## src/rtl/tile_pkg.sv

```systemverilog
package tile_pkg;

  // Strobes from the control FSM to the datapath
  typedef struct packed {
    logic load;   // capture job parameters and clear the walkers
    logic issue;  // emit one element slot this cycle
  } tileCtl_t;

  typedef enum logic [1:0] {
    ST_IDLE  = 2'd0,
    ST_RUN   = 2'd1,
    ST_DRAIN = 2'd2,
    ST_DONE  = 2'd3
  } tileState_t;

  // modeIn bit meanings
  localparam int MODE_OUTER_COL = 1;  // tiles walked down columns
  localparam int MODE_INNER_COL = 0;  // elements walked down columns

endpackage

```

## src/rtl/tile_ctrl.sv

```systemverilog
module tile_ctrl
  import tile_pkg::*;
(
  input  logic     clk,
  input  logic     rstN,
  input  logic     start,
  input  logic     zeroDim,
  input  logic     lastIssue,
  output tileCtl_t ctl,
  output logic     busy,
  output logic     done
);

  tileState_t state, stateNext;

  always_comb begin
    stateNext = state;
    ctl       = '0;
    unique case (state)
      ST_IDLE, ST_DONE: begin
        stateNext = ST_IDLE;
        if (start) begin
          if (zeroDim) begin
            stateNext = ST_DONE;
          end else begin
            ctl.load  = 1'b1;
            stateNext = ST_RUN;
          end
        end
      end
      ST_RUN: begin
        ctl.issue = 1'b1;
        if (lastIssue) stateNext = ST_DRAIN;
      end
      ST_DRAIN: stateNext = ST_DONE;
      default:  stateNext = ST_IDLE;
    endcase
  end

  always_ff @(posedge clk or negedge rstN) begin
    if (!rstN) state <= ST_IDLE;
    else       state <= stateNext;
  end

  assign busy = (state == ST_RUN) || (state == ST_DRAIN);
  assign done = (state == ST_DONE);

endmodule

```

## src/rtl/tile_dpath.sv

```systemverilog
module tile_dpath
  import tile_pkg::*;
#(
  parameter int DATA_W = 16,
  parameter int ADDR_W = 16,
  parameter int DIM_W  = 8,
  parameter int BLK    = 16
) (
  input  logic              clk,
  input  logic              rstN,
  input  tileCtl_t          ctl,
  input  logic [DIM_W-1:0]  rowsIn,
  input  logic [DIM_W-1:0]  colsIn,
  input  logic [1:0]        modeIn,
  input  logic [ADDR_W-1:0] srcBaseIn,
  input  logic [ADDR_W-1:0] dstBaseIn,
  output logic              zeroDim,
  output logic              lastIssue,
  output logic              srcRdEn,
  output logic [ADDR_W-1:0] srcAddr,
  input  logic [DATA_W-1:0] srcRdData,
  output logic              dstWrEn,
  output logic [ADDR_W-1:0] dstAddr,
  output logic [DATA_W-1:0] dstWrData
);

  localparam int BLK_W = (BLK > 1) ? $clog2(BLK) : 1;
  localparam int POS_W = DIM_W + BLK_W;
  localparam logic [BLK_W-1:0] BLK_MAX = BLK_W'(BLK - 1);

  // captured job parameters
  logic [DIM_W-1:0]  rowsQ, colsQ, tileRowsQ, tileColsQ;
  logic [1:0]        modeQ;
  logic [ADDR_W-1:0] srcBaseQ, dstPtr;

  // nested walkers: inner tile position and tile position, fast and slow
  logic [BLK_W-1:0] inFast, inSlow;
  logic [DIM_W-1:0] outFast, outSlow;

  // write stage
  logic              wrEnQ, wrPadQ;
  logic [ADDR_W-1:0] wrAddrQ;

  // tile counts from the requested dimensions (ceiling division)
  logic [DIM_W:0] rowsRound, colsRound;
  logic [DIM_W-1:0] tileRowsNext, tileColsNext;
  always_comb begin
    rowsRound    = {1'b0, rowsIn} + (DIM_W+1)'(BLK - 1);
    colsRound    = {1'b0, colsIn} + (DIM_W+1)'(BLK - 1);
    tileRowsNext = DIM_W'(rowsRound / (DIM_W+1)'(BLK));
    tileColsNext = DIM_W'(colsRound / (DIM_W+1)'(BLK));
  end

  assign zeroDim = (rowsIn == '0) || (colsIn == '0);

  // walker limits for the selected tile order
  logic [DIM_W-1:0] nFast, nSlow;
  logic innerFastEnd, innerSlowEnd, outerFastEnd, outerSlowEnd;
  always_comb begin
    nFast        = modeQ[MODE_OUTER_COL] ? tileRowsQ : tileColsQ;
    nSlow        = modeQ[MODE_OUTER_COL] ? tileColsQ : tileRowsQ;
    innerFastEnd = (inFast == BLK_MAX);
    innerSlowEnd = (inSlow == BLK_MAX);
    outerFastEnd = (outFast == nFast - DIM_W'(1));
    outerSlowEnd = (outSlow == nSlow - DIM_W'(1));
    lastIssue    = innerFastEnd && innerSlowEnd && outerFastEnd && outerSlowEnd;
  end

  // map walkers to matrix coordinates
  logic [BLK_W-1:0] inRow, inCol;
  logic [DIM_W-1:0] tileRow, tileCol;
  logic [POS_W-1:0] rowPos, colPos;
  logic             inRange;
  always_comb begin
    inRow   = modeQ[MODE_INNER_COL] ? inFast  : inSlow;
    inCol   = modeQ[MODE_INNER_COL] ? inSlow  : inFast;
    tileRow = modeQ[MODE_OUTER_COL] ? outFast : outSlow;
    tileCol = modeQ[MODE_OUTER_COL] ? outSlow : outFast;
    rowPos  = POS_W'(tileRow) * POS_W'(BLK) + POS_W'(inRow);
    colPos  = POS_W'(tileCol) * POS_W'(BLK) + POS_W'(inCol);
    inRange = (rowPos < POS_W'(rowsQ)) && (colPos < POS_W'(colsQ));
  end

  assign srcRdEn = ctl.issue && inRange;
  assign srcAddr = srcBaseQ + ADDR_W'(rowPos) * ADDR_W'(colsQ) + ADDR_W'(colPos);

  // parameter capture and walker advance
  always_ff @(posedge clk or negedge rstN) begin
    if (!rstN) begin
      rowsQ     <= '0;
      colsQ     <= '0;
      tileRowsQ <= '0;
      tileColsQ <= '0;
      modeQ     <= '0;
      srcBaseQ  <= '0;
      dstPtr    <= '0;
      inFast    <= '0;
      inSlow    <= '0;
      outFast   <= '0;
      outSlow   <= '0;
    end else if (ctl.load) begin
      rowsQ     <= rowsIn;
      colsQ     <= colsIn;
      tileRowsQ <= tileRowsNext;
      tileColsQ <= tileColsNext;
      modeQ     <= modeIn;
      srcBaseQ  <= srcBaseIn;
      dstPtr    <= dstBaseIn;
      inFast    <= '0;
      inSlow    <= '0;
      outFast   <= '0;
      outSlow   <= '0;
    end else if (ctl.issue) begin
      dstPtr <= dstPtr + ADDR_W'(1);
      if (!innerFastEnd) begin
        inFast <= inFast + BLK_W'(1);
      end else begin
        inFast <= '0;
        if (!innerSlowEnd) begin
          inSlow <= inSlow + BLK_W'(1);
        end else begin
          inSlow <= '0;
          if (!outerFastEnd) begin
            outFast <= outFast + DIM_W'(1);
          end else begin
            outFast <= '0;
            outSlow <= outSlow + DIM_W'(1);
          end
        end
      end
    end
  end

  // one-stage write pipe matching the source read latency
  always_ff @(posedge clk or negedge rstN) begin
    if (!rstN) begin
      wrEnQ   <= 1'b0;
      wrPadQ  <= 1'b0;
      wrAddrQ <= '0;
    end else begin
      wrEnQ  <= ctl.issue;
      wrPadQ <= ctl.issue && !inRange;
      if (ctl.issue) wrAddrQ <= dstPtr;
    end
  end

  assign dstWrEn   = wrEnQ;
  assign dstAddr   = wrAddrQ;
  assign dstWrData = wrPadQ ? '0 : srcRdData;

endmodule

```

## src/rtl/tile_reorder_mover.sv

```systemverilog
module tile_reorder_mover
  import tile_pkg::*;
#(
  parameter int DATA_W = 16,
  parameter int ADDR_W = 16,
  parameter int DIM_W  = 8,
  parameter int BLK    = 16
) (
  input  logic              clk,
  input  logic              rstN,
  input  logic              start,
  input  logic [DIM_W-1:0]  rowsIn,
  input  logic [DIM_W-1:0]  colsIn,
  input  logic [1:0]        modeIn,
  input  logic [ADDR_W-1:0] srcBaseIn,
  input  logic [ADDR_W-1:0] dstBaseIn,
  output logic              busy,
  output logic              done,
  output logic              srcRdEn,
  output logic [ADDR_W-1:0] srcAddr,
  input  logic [DATA_W-1:0] srcRdData,
  output logic              dstWrEn,
  output logic [ADDR_W-1:0] dstAddr,
  output logic [DATA_W-1:0] dstWrData
);

  tileCtl_t ctl;
  logic     zeroDim, lastIssue;

  tile_ctrl u_ctrl (
    .clk       (clk),
    .rstN      (rstN),
    .start     (start),
    .zeroDim   (zeroDim),
    .lastIssue (lastIssue),
    .ctl       (ctl),
    .busy      (busy),
    .done      (done)
  );

  tile_dpath #(
    .DATA_W (DATA_W),
    .ADDR_W (ADDR_W),
    .DIM_W  (DIM_W),
    .BLK    (BLK)
  ) u_dpath (
    .clk       (clk),
    .rstN      (rstN),
    .ctl       (ctl),
    .rowsIn    (rowsIn),
    .colsIn    (colsIn),
    .modeIn    (modeIn),
    .srcBaseIn (srcBaseIn),
    .dstBaseIn (dstBaseIn),
    .zeroDim   (zeroDim),
    .lastIssue (lastIssue),
    .srcRdEn   (srcRdEn),
    .srcAddr   (srcAddr),
    .srcRdData (srcRdData),
    .dstWrEn   (dstWrEn),
    .dstAddr   (dstAddr),
    .dstWrData (dstWrData)
  );

endmodule

```

## config.mk

```make
export PLATFORM = sky130hd
export DESIGN_NAME = tile_reorder_mover
export DESIGN_NICKNAME = d
export VERILOG_FILES = /design/src/rtl/tile_pkg.sv /design/src/rtl/tile_ctrl.sv /design/src/rtl/tile_dpath.sv /design/src/rtl/tile_reorder_mover.sv
export SDC_FILE = /design/constraint.sdc
export NUM_CORES = 1
export LEC_CHECK = 0
export ABC_AREA = 1
export BUFFER_PORTS_ARGS = -buffer_cell sky130_fd_sc_hd__buf_2
export CORE_MARGIN = 5
export CORE_UTILIZATION = 60
export DETAILED_ROUTE_END_ITERATION = 12
export PLACE_DENSITY_LB_ADDON = 0.25
export SETUP_SLACK_MARGIN = 0.2
export SLEW_MARGIN = 5
export SYNTH_ARGS = -nofsm -noshare
export SYNTH_HDL_FRONTEND = slang
export SYNTH_SLANG_ARGS = --single-unit
```

## constraint.sdc

```tcl
create_clock -name clk -period 6.4 [get_ports clk]
set_input_delay 0.32 -clock clk [delete_from_list [all_inputs] [get_ports clk]]
set_output_delay 0.32 -clock clk [all_outputs]
set_load 0.05 [all_outputs]
```

==> flow_summary.json, run 1 <==
{
  "outcome": "complete, no violations",
  "rsz0062_at_grt": "no",
  "synth_top_area_cell": "dfrtp_1",
  "io_pins": 121,
  "crit_path_end_kind": "output port",
  "clock_latency_ps": 360,
  "synth_area_mm2": 0.00962,
  "cts_buffer_depth": 2,
  "yosysWarnings": 0,
  "ys_types": 46,
  "max_clock_freq_ghz": 0.166,
  "cts_tree": "built",
  "reg2reg_depth": 8,
  "num_vias": 8517,
  "finClkSkew_ps": 6.73,
  "clk_pin_slew_ps": 80,
  "critPathKind": "reg -> out",
  "holdCritPathClass": "in -> reg",
  "nets": 1583,
  "hold_viol_final": 0,
  "rows": 46,
  "ys_seq_area_frac": 0.271,
  "wl_met1_mm": 10.6,
  "yosys-top-cells-area": "dfrtp_1, fa_1, nand2_1, inv_1, ha_1",
  "finalCritPeriodShare": 0.939,
  "die_area_mm2": 0.0187,
  "maxCapViolations": 0,
  "crit_path_start_kind": "register",
  "worstPathMaxFanout": 7,
  "numPortBuffers": 120,
  "syn_inst": 1270,
  "grt_use_total": 0.269,
  "met3_length_mm": 1.41,
  "slew_headroom": 0.411,
  "initial_core_util": 0.608,
  "area_delta_synth_final_pct": 13.2,
  "n_antenna_cell": 0,
  "netlist.area_leader.share": 0.271,
  "core_area_mm2": 0.0158,
  "final_max_slew_viol_count": 0,
  "fillers": 1306,
  "viasPerCell": 5.33,
  "cts.sinks": 104,
  "drc": 0,
  "avgSynthCellArea_um2": 7.57,
  "numCtsBuffers": 9,
  "maxUsedRoutingLayer": "met4",
  "wl_mm": 24.5,
  "grt_pass1_vias": 8351,
  "drt_iter0_drc": 585,
  "rrSetupSlack_ps": 2760,
  "h-tree-depth": 3,
  "grt_pass1_wl_mm": 39.9,
  "route.met2.wl_mm": 11.7,
  "synthesis.nets": 1477,
  "wl_per_cell_um": 15.3,
  "ant_nets": 0,
  "whs_ps": 154,
  "critical_path_required_ps": 6080,
  "grt-ovfl-total": 0,
  "grt_start_max_net_pins": 60,
  "die_w_um": 137,
  "crit_arrival_ps": 5690,
  "dpl.hpwl_mm": 19.1,
  "finalSetupTns_ps": 0,
  "yosys_register_bits": 104,
  "place.gp.congestion": 0.980,
  "setup_viol": 0,
  "min_period_ps": 6010,
  "cts-root-buf": "clkbuf_16",
  "hold_depth": 3,
  "antenna_found_initial": 0,
  "dr.pass1.iters": 8,
  "chipHeight_um": 137,
  "drive_gt1_frac": 0.156,
  "tightest_slew_ps": 878
}
[critical path: stages, from the launching register on]
cell     delay (ps)
dfrtp_4         530
buf_2           180
nand2_1         120
o21ai_4         100
inv_1           120
nand2_1          80
fa_1            470
fa_1            550
inv_1            60
fa_1            520
fa_1            550
inv_1            50
fa_1            500
inv_1            60
ha_4            290
nand2_1          70
or2_2           310
nand3_2         100
a21oi_4          90
o31ai_1         230
nand2_1          80
nand2_1          70
buf_4           190
[sequential cells by signal (all words and copies together) (netlist names), 5 cells and up]
| name | cells |
|---|---|
| u_dpath.dstAddr | 16 |
| u_dpath.dstPtr | 16 |
| u_dpath.srcBaseQ | 16 |
| u_dpath.colsQ | 8 |
| u_dpath.outFast | 8 |
| u_dpath.outSlow | 8 |
| u_dpath.rowsQ | 8 |
| u_dpath.tileColsQ | 5 |
| u_dpath.tileRowsQ | 5 |
[timing repair]
item	CTS	global route
setup buffers	0	5
endpoints found under the setup margin	7	7
gates cloned	0	0
endpoints found under the hold margin	45	0
hold buffers	1	0
resized for setup	10	37
pin swaps	0	1
[metrics by stage]
step	cell area (µm²)	cells	util	worst slack, ps
finish	10900	1597	0.688	390
detailed placement	10400	1575	0.655	92.7
global placement	10400	1575	0.655	324
global route	10900	1597	0.688	172
CTS	10700	1592	0.677	207
floorplan	9620	1270	-	291
[path summary, 6_finish.rpt]
check / startpoint / to
max reg2reg: u_ctrl.state[1]$_DFFE_PN0P_ / u_dpath.inSlow[2]$_DFFE_PN0P_
min in group asynchronous: rstN / u_dpath.dstAddr[7]$_DFFE_PN0P_
max in group asynchronous: rstN / u_dpath.modeQ[0]$_DFFE_PN0P_
max: u_dpath.modeQ[0]$_DFFE_PN0P_ / srcAddr[14]
min: srcBaseIn[5] / u_dpath.srcBaseQ[5]$_DFFE_PN0P_
min reg2reg: u_dpath.dstAddr[11]$_DFFE_PN0P_ / u_dpath.dstAddr[11]$_DFFE_PN0P_
[routing by layer]
layer  vias to the layer above  GRT usage
met5                         -          0
met4                         0     0.0924
met3                        47     0.0401
met2                       292      0.439
met1                      4040      0.368
li1                       4138          -
[Yosys cell counts (all sizes together)]
cell type	n
a211oi	1
a21o	2
a21oi	30
a221oi	1
a22oi	1
a31oi	8
buf	13
clkbuf	27
clkinv	2
dfrtp	104
fa	78
ha	60
inv	235
nand2	331
nand3	62
nand3b	2
nand4	20
nor2	117
nor3	14
nor4	1
o211ai	1
o21ai	97
o21bai	1
o221ai	1
o22ai	5
o31ai	5
o32ai	1
or2	4
xnor2	5
xor2	41
[area by class of cell]
class / instances / area (µm²) / share of cell area
Multi-Input combinational cell: 889 / 6070 / 0.558
Sequential cell: 104 / 2610 / 0.240
Inverter: 237 / 892 / 0.0819
Timing Repair Buffer: 135 / 727 / 0.0668
Tap cell: 216 / 270 / 0.0248
Clock buffer: 9 / 225 / 0.0207
Clock inverter: 7 / 90.1 / 0.00827
[placed cells by master, fill, tap and decap left out, types with 6 or more instances in the layout]
cell       instances
nand2_1          316
inv_1            228
buf_2            117
nor2_1           110
dfrtp_1           99
fa_1              78
o21ai_0           76
nand3_1           58
ha_1              58
xor2_1            40
a21oi_1           28
nand4_1           19
buf_4             13
o21ai_2           11
nor3_1            11
nand2_2           10
clkbuf_16          9
o21ai_1            6
a31oi_1            6
[cell families after synthesis]
family                   synth area share
AND/OR/NAND/NOR                     0.245
buffers and inverters               0.113
AO/OA/AOI/OAI                      0.0894
adder cells (fa/ha/maj)             0.240
flip-flops                          0.271
XOR/XNOR                           0.0419
Power of run 1 is left out: the tool's default activity adds up to more than one toggle a clock period on the data nets, which glitch-free logic cannot reach.
==> inputs of run 2 (changes only) <==
--- a/config.mk
+++ b/config.mk
@@ -8,7 +8,7 @@
 export ABC_AREA = 1
 export BUFFER_PORTS_ARGS = -buffer_cell sky130_fd_sc_hd__buf_2
 export CORE_MARGIN = 5
-export CORE_UTILIZATION = 60
+export CORE_UTILIZATION = 55
 export DETAILED_ROUTE_END_ITERATION = 12
 export PLACE_DENSITY_LB_ADDON = 0.25
 export SETUP_SLACK_MARGIN = 0.2
==> flow_summary.json, run 2 (synthesis results as in run 1) <==
{
  "outcome": "complete, no violations",
  "numCtsBuffers": 9,
  "drt_iter0_drc": 626,
  "maxCapViolations": 0,
  "crit_path_start_kind": "register",
  "layout_common_cells": "nand2_1, inv_1, buf_2",
  "final_max_slew_viol_count": 0,
  "critPathMostFrequentCell": "fa_1",
  "whs_ps": 151,
  "nets": 1586,
  "io_pins": 121,
  "n_antenna_cell": 0,
  "r2r_start": "u_dpath.modeQ[1]$_DFFE_PN0P_",
  "fillers": 1505,
  "min_period_ps": 5970,
  "hold_depth": 3,
  "place.gp.congestion": 0.945,
  "rsz0062_at_grt": "no",
  "tightest_slew_ps": 1040,
  "holdCritPathClass": "in -> reg",
  "core_area_mm2": 0.0172,
  "reg2reg_to": "u_dpath.outSlow[2]$_DFFE_PN0P_",
  "ant_nets": 0,
  "cp_slowest_cell": "fa_1",
  "dpl.hpwl_mm": 18.7,
  "viasPerCell": 5.30,
  "setup_ws_ps": 434,
  "grt_pass1_wl_mm": 40.6,
  "cpPeakStageDelay_ps": 550,
  "hp-start": "srcBaseIn[1]",
  "layout_commonest_cell": "nand2_1",
  "multi_input_area_mm2": 0.00604,
  "crit_chain": "buf_4 > nand2_1 > o21ai_1 > inv_1 > nand2_1 > fa_1 > inv_1 > fa_1 > fa_1 > fa_1 > inv_1 > fa_1 > inv_1 > ha_2 > nand2_1 > or2_2 > nand3_2 > a21oi_2 > o21ai_2 > xor2_2 > clkbuf_4",
  "grt_pass1_vias": 8501,
  "finClkSkew_ps": 13.4,
  "slew_headroom": 0.307,
  "dp_cells": 1584,
  "grt_use_total": 0.247,
  "rrSetupSlack_ps": 3560,
  "chipHeight_um": 142,
  "cts_tree": "built",
  "die_w_um": 142,
  "initial_core_util": 0.558,
  "num_vias": 8520,
  "cts-root-buf": "clkbuf_16",
  "finalSetupTns_ps": 0,
  "cts_buffer_depth": 2,
  "crit_arrival_ps": 5650,
  "die_area_mm2": 0.0202,
  "antenna_found_initial": 0,
  "finalCritPeriodShare": 0.932,
  "rows": 48,
  "whs_endpoint": "u_dpath.srcBaseQ[1]$_DFFE_PN0P_",
  "critical_path_required_ps": 6080,
  "clk_pin_slew_ps": 80,
  "cts.sinks": 104,
  "max_clock_freq_ghz": 0.168,
  "critPathKind": "reg -> out",
  "grt_start_max_net_pins": 80,
  "hold_viol_final": 0,
  "area_delta_synth_final_pct": 13.0,
  "clock_latency_ps": 360,
  "wl_per_cell_um": 15.0,
  "wl_mm": 24.2,
  "reg2reg_depth": 18,
  "drc": 0,
  "worstPathMaxFanout": 6,
  "dr.pass1.iters": 5,
  "numPortBuffers": 120,
  "drive_gt1_frac": 0.160,
  "setup_viol": 0,
  "register_area_mm2": 0.00261,
  "fin_cells": 1609,
  "grt-ovfl-total": 0,
  "crit_path_end_kind": "output port",
  "post-place-ws_ps": 201,
  "h-tree-depth": 3
}
## run 2: changes by cell type in the layout (fill, tap and decap cells not counted), sizes merged
cell          before  now
buf              131  134
bufinv             1    0
clkinv             5    2
dlymetal6s2s       0    1
inv              237  240
## run 2: how the worst max path moves through the flow
stage	slack, ps	from	to	cells after the start
6_report	430	u_dpath.modeQ[1]$_DFFE_PN0P_	srcAddr[12]	21
5_1_grt	190	u_dpath.modeQ[1]$_DFFE_PN0P_	srcAddr[13]	21
4_1_cts	190	u_dpath.outFast[1]$_DFFE_PN0P_	srcAddr[12]	22
3_5_place_dp	200	u_dpath.modeQ[0]$_DFFE_PN0P_	srcAddr[12]	19
3_3_place_gp	370	u_dpath.modeQ[0]$_DFFE_PN0P_	srcAddr[12]	19
2_1_floorplan	290	u_dpath.modeQ[1]$_DFFE_PN0P_	srcAddr[12]	22
## run 2: what timing repair did
action,4_1_cts,5_1_grt
pin swaps,0,3
hold endpoints to repair,25,0
setup buffers,0,8
resized for setup,14,34
setup endpoints to repair,5,7
hold buffers,1,0
## run 2: per-stage QoR
step	instance area [µm²]	util
after global placement	10400	0.602
final	10900	0.631
after global routing	10900	0.631
after detailed placement	10400	0.602
after floorplan	9620	-
after CTS	10700	0.621
## run 2: cell type report
cell class                      count  share of cell area
Sequential cell                   104               0.240
Tap cell                          225              0.0259
Clock buffer                       10              0.0211
Timing Repair Buffer              138              0.0694
Inverter                          237              0.0824
Multi-Input combinational cell    889               0.556
Clock inverter                      6             0.00529
## run 2: per-layer routing
layer	track usage	share of wire
met5	0	0
met4	0.104	0.040
met3	0.0397	0.058
met2	0.411	0.48
met1	0.322	0.43
## run 2: worst max-delay path, delay by kind of cell, from the launching register on
family                   cells  cell delay [ps]
XOR/XNOR                     1              140
adder cells (fa/ha/maj)      6             2940
buffers and inverters        6              720
AO/OA/AOI/OAI                3              390
flip-flops                   1              440
AND/OR/NAND/NOR              5              640
Power of run 2 is left out for the same reason.
==> inputs of run 3 (changes only) <==
--- a/config.mk
+++ b/config.mk
@@ -5,10 +5,10 @@
 export SDC_FILE = /design/constraint.sdc
 export NUM_CORES = 1
 export LEC_CHECK = 0
-export ABC_AREA = 1
 export BUFFER_PORTS_ARGS = -buffer_cell sky130_fd_sc_hd__buf_2
 export CORE_MARGIN = 5
 export CORE_UTILIZATION = 55
+export CTS_BUF_LIST = sky130_fd_sc_hd__clkbuf_8
 export DETAILED_ROUTE_END_ITERATION = 12
 export PLACE_DENSITY_LB_ADDON = 0.25
 export SETUP_SLACK_MARGIN = 0.2
==> flow_summary.json, run 3 <==
{
  "numPortBuffers": 120,
  "slew_headroom": 0.289,
  "holdCritPathClass": "in -> reg",
  "ant_nets": 0,
  "avgSynthCellArea_um2": 9.03,
  "worstPathMaxFanout": 8,
  "multi_input_area_mm2": 0.00617,
  "wl_mm": 22.2,
  "ir_drop_v": 0.000636,
  "rsz0062_at_grt": "yes",
  "crit_path_end_kind": "output port",
  "yosysWarnings": 0,
  "synth-main-ff-cell": "dfrtp_1",
  "synth_edf_count": 0,
  "finClkSkew_ps": 12.0,
  "synthesis.nets": 1214,
  "critPathTopFamily": "adder cells",
  "n_antenna_cell": 0,
  "finalCritPeriodShare": 0.948,
  "die_area_mm2": 0.0192,
  "crit_path_start_kind": "register",
  "ys_types": 50,
  "initial_core_util": 0.554,
  "grt_pass1_wl_mm": 36.4,
  "netlist.area_leader.share": 0.286,
  "tightest_slew_ps": 1060,
  "maxCapViolations": 0,
  "grt_start_max_net_pins": 73,
  "max_clock_freq_ghz": 0.165,
  "synth.most_common_cell": "nand2_1",
  "cp.depth": 19,
  "layout_common_cells": "nand2_1, buf_2, inv_1",
  "die_w_um": 139,
  "register_area_mm2": 0.00261,
  "outcome": "complete, no violations",
  "yosys-top-cells-area": "dfrtp_1, fa_1, ha_1, nand2_1, inv_1",
  "placed_area_mm2": 0.0100,
  "critical_path_required_ps": 6080,
  "critPathMostFrequentCell": "fa_1",
  "crit_chain": "buf_6 > mux2_4 > and2_4 > fa_1 > fa_1 > fa_1 > fa_1 > inv_1 > fa_1 > inv_2 > ha_4 > nand3_2 > a21oi_2 > o41ai_4 > a311oi_2 > a21o_1 > a21oi_4 > xnor2_4 > buf_6",
  "reg2reg_depth": 10,
  "syn_inst": 1007,
  "drc": 0,
  "design_power_total_mw": 4.55,
  "cpPeakStageDelay_ps": 550,
  "numCtsBuffers": 9,
  "leakage_nw": 5.32,
  "power.density_mw_per_mm2": 425,
  "hold_viol_final": 0,
  "synth_commonest_cells": "nand2_1, inv_1, dfrtp_1",
  "critPathKind": "reg -> out",
  "cts_buffer_depth": 2,
  "yosys_register_bits": 104,
  "wl_per_cell_um": 16.3,
  "synth_top_area_cell": "dfrtp_1",
  "chipHeight_um": 139,
  "grt_use_total": 0.230,
  "synth_area_mm2": 0.00909,
  "area_delta_synth_final_pct": 17.6,
  "dpl.hpwl_mm": 16.8,
  "fillers": 1389,
  "cts-root-buf": "clkbuf_8",
  "setup_viol": 0,
  "min_period_ps": 6070,
  "final_max_slew_viol_count": 0,
  "place.gp.congestion": 0.945,
  "drive_gt1_frac": 0.222,
  "core_area_mm2": 0.0164,
  "clk_pin_slew_ps": 120,
  "dr.pass1.iters": 5,
  "crit_arrival_ps": 5750,
  "ys_seq_area_frac": 0.286,
  "grt-ovfl-total": 0,
  "grt_pass1_vias": 7373,
  "num_vias": 7335,
  "hold_depth": 3,
  "async_reset_ff_frac": 1.00,
  "rows": 47,
  "postLayoutCellArea_mm2": 0.0107,
  "cp_slowest_cell": "fa_1",
  "finalSetupTns_ps": 0,
  "crit_buf_inv": 4,
  "io_pins": 121,
  "cts_tree": "built",
  "clock_latency_ps": 400,
  "antenna_found_initial": 0,
  "whs_ps": 104,
  "nets": 1346,
  "viasPerCell": 5.38,
  "cts.sinks": 104,
  "h-tree-depth": 3,
  "layout_commonest_cell": "nand2_1",
  "drt_iter0_drc": 420
}
[run 3: per-layer routing]
layer	up-vias	global-route usage	routed length [µm]
li1	3541	-	-
met1	3597	0.318	10000
met2	164	0.373	10700
met5	-	0	0
met4	0	0.0738	490
met3	33	0.0376	982
[run 3: logic make-up after synthesis]
| logic type | share of synthesized area |
|---|---|
| buffers and inverters | 0.0679 |
| AO/OA/AOI/OAI | 0.0852 |
| multiplexers | 0.0698 |
| AND/OR/NAND/NOR | 0.176 |
| adder cells (fa/ha/maj) | 0.254 |
| flip-flops | 0.286 |
| XOR/XNOR | 0.0607 |
[run 3: worst paths after layout]
| check | from | end | slack [ps] |
|---|---|---|---|
| setup / recovery | u_dpath.modeQ[1]$_DFFE_PN0P_ | srcAddr[15] | 330 |
| hold / removal | srcBaseIn[14] | u_dpath.srcBaseQ[14]$_DFFE_PN0P_ | 100 |
| setup reg to reg | u_dpath.modeQ[1]$_DFFE_PN0P_ | u_ctrl.state[0]$_DFFE_PN0P_ | 2810 |
| hold reg to reg | u_dpath.srcBaseQ[2]$_DFFE_PN0P_ | u_dpath.srcBaseQ[2]$_DFFE_PN0P_ | 500 |
| max in group asynchronous | rstN | u_dpath.inFast[1]$_DFFE_PN0P_ | 4610 |
| min in group asynchronous | rstN | u_dpath.srcBaseQ[13]$_DFFE_PN0P_ | 410 |
[run 3: metrics by stage]
step	setup WS [ps]	utilization	cells
floorplan	232	-	1007
global placement	228	0.609	1325
detailed placement	203	0.609	1325
CTS	202	0.631	1348
global route	145	0.652	1364
finish	330	0.652	1364
[run 3: report_power, final]
part	total, mW	switching (mW)	internal, mW
Sequential	1.19	0.279	0.914
Combinational	2.91	1.85	1.05
Clock	0.446	0.285	0.161
[run 3: worst reg2reg max path, stage by stage (launching register included)]
cell	delay, ps
dfrtp_2	500
buf_4	150
buf_4	270
mux2i_1	380
ha_1	240
o21ai_0	160
nor4_1	280
o31ai_1	180
or2_2	430
o41ai_2	530
mux2_2	390
[run 3: what timing repair did]
| action | in CTS | in global routing |
|---|---|---|
| buffers inserted | 6 | 16 |
| endpoints found under the setup margin | 5 | 6 |
| hold buffers | 1 | 0 |
| pin swaps | 2 | 37 |
| endpoints found under the hold margin | 32 | 0 |
| gates resized for setup | 16 | 49 |
[run 3: layout make-up]
class                   count  share of cell area
repair buffers            161              0.0900
multi-input cells         740               0.577
flip-flops and latches    104               0.244
clock inverters             7             0.00854
inverters                 123              0.0432
well taps                 220              0.0257
clock buffers               9              0.0116
Note: power is estimated with default switching activity, not from simulation.
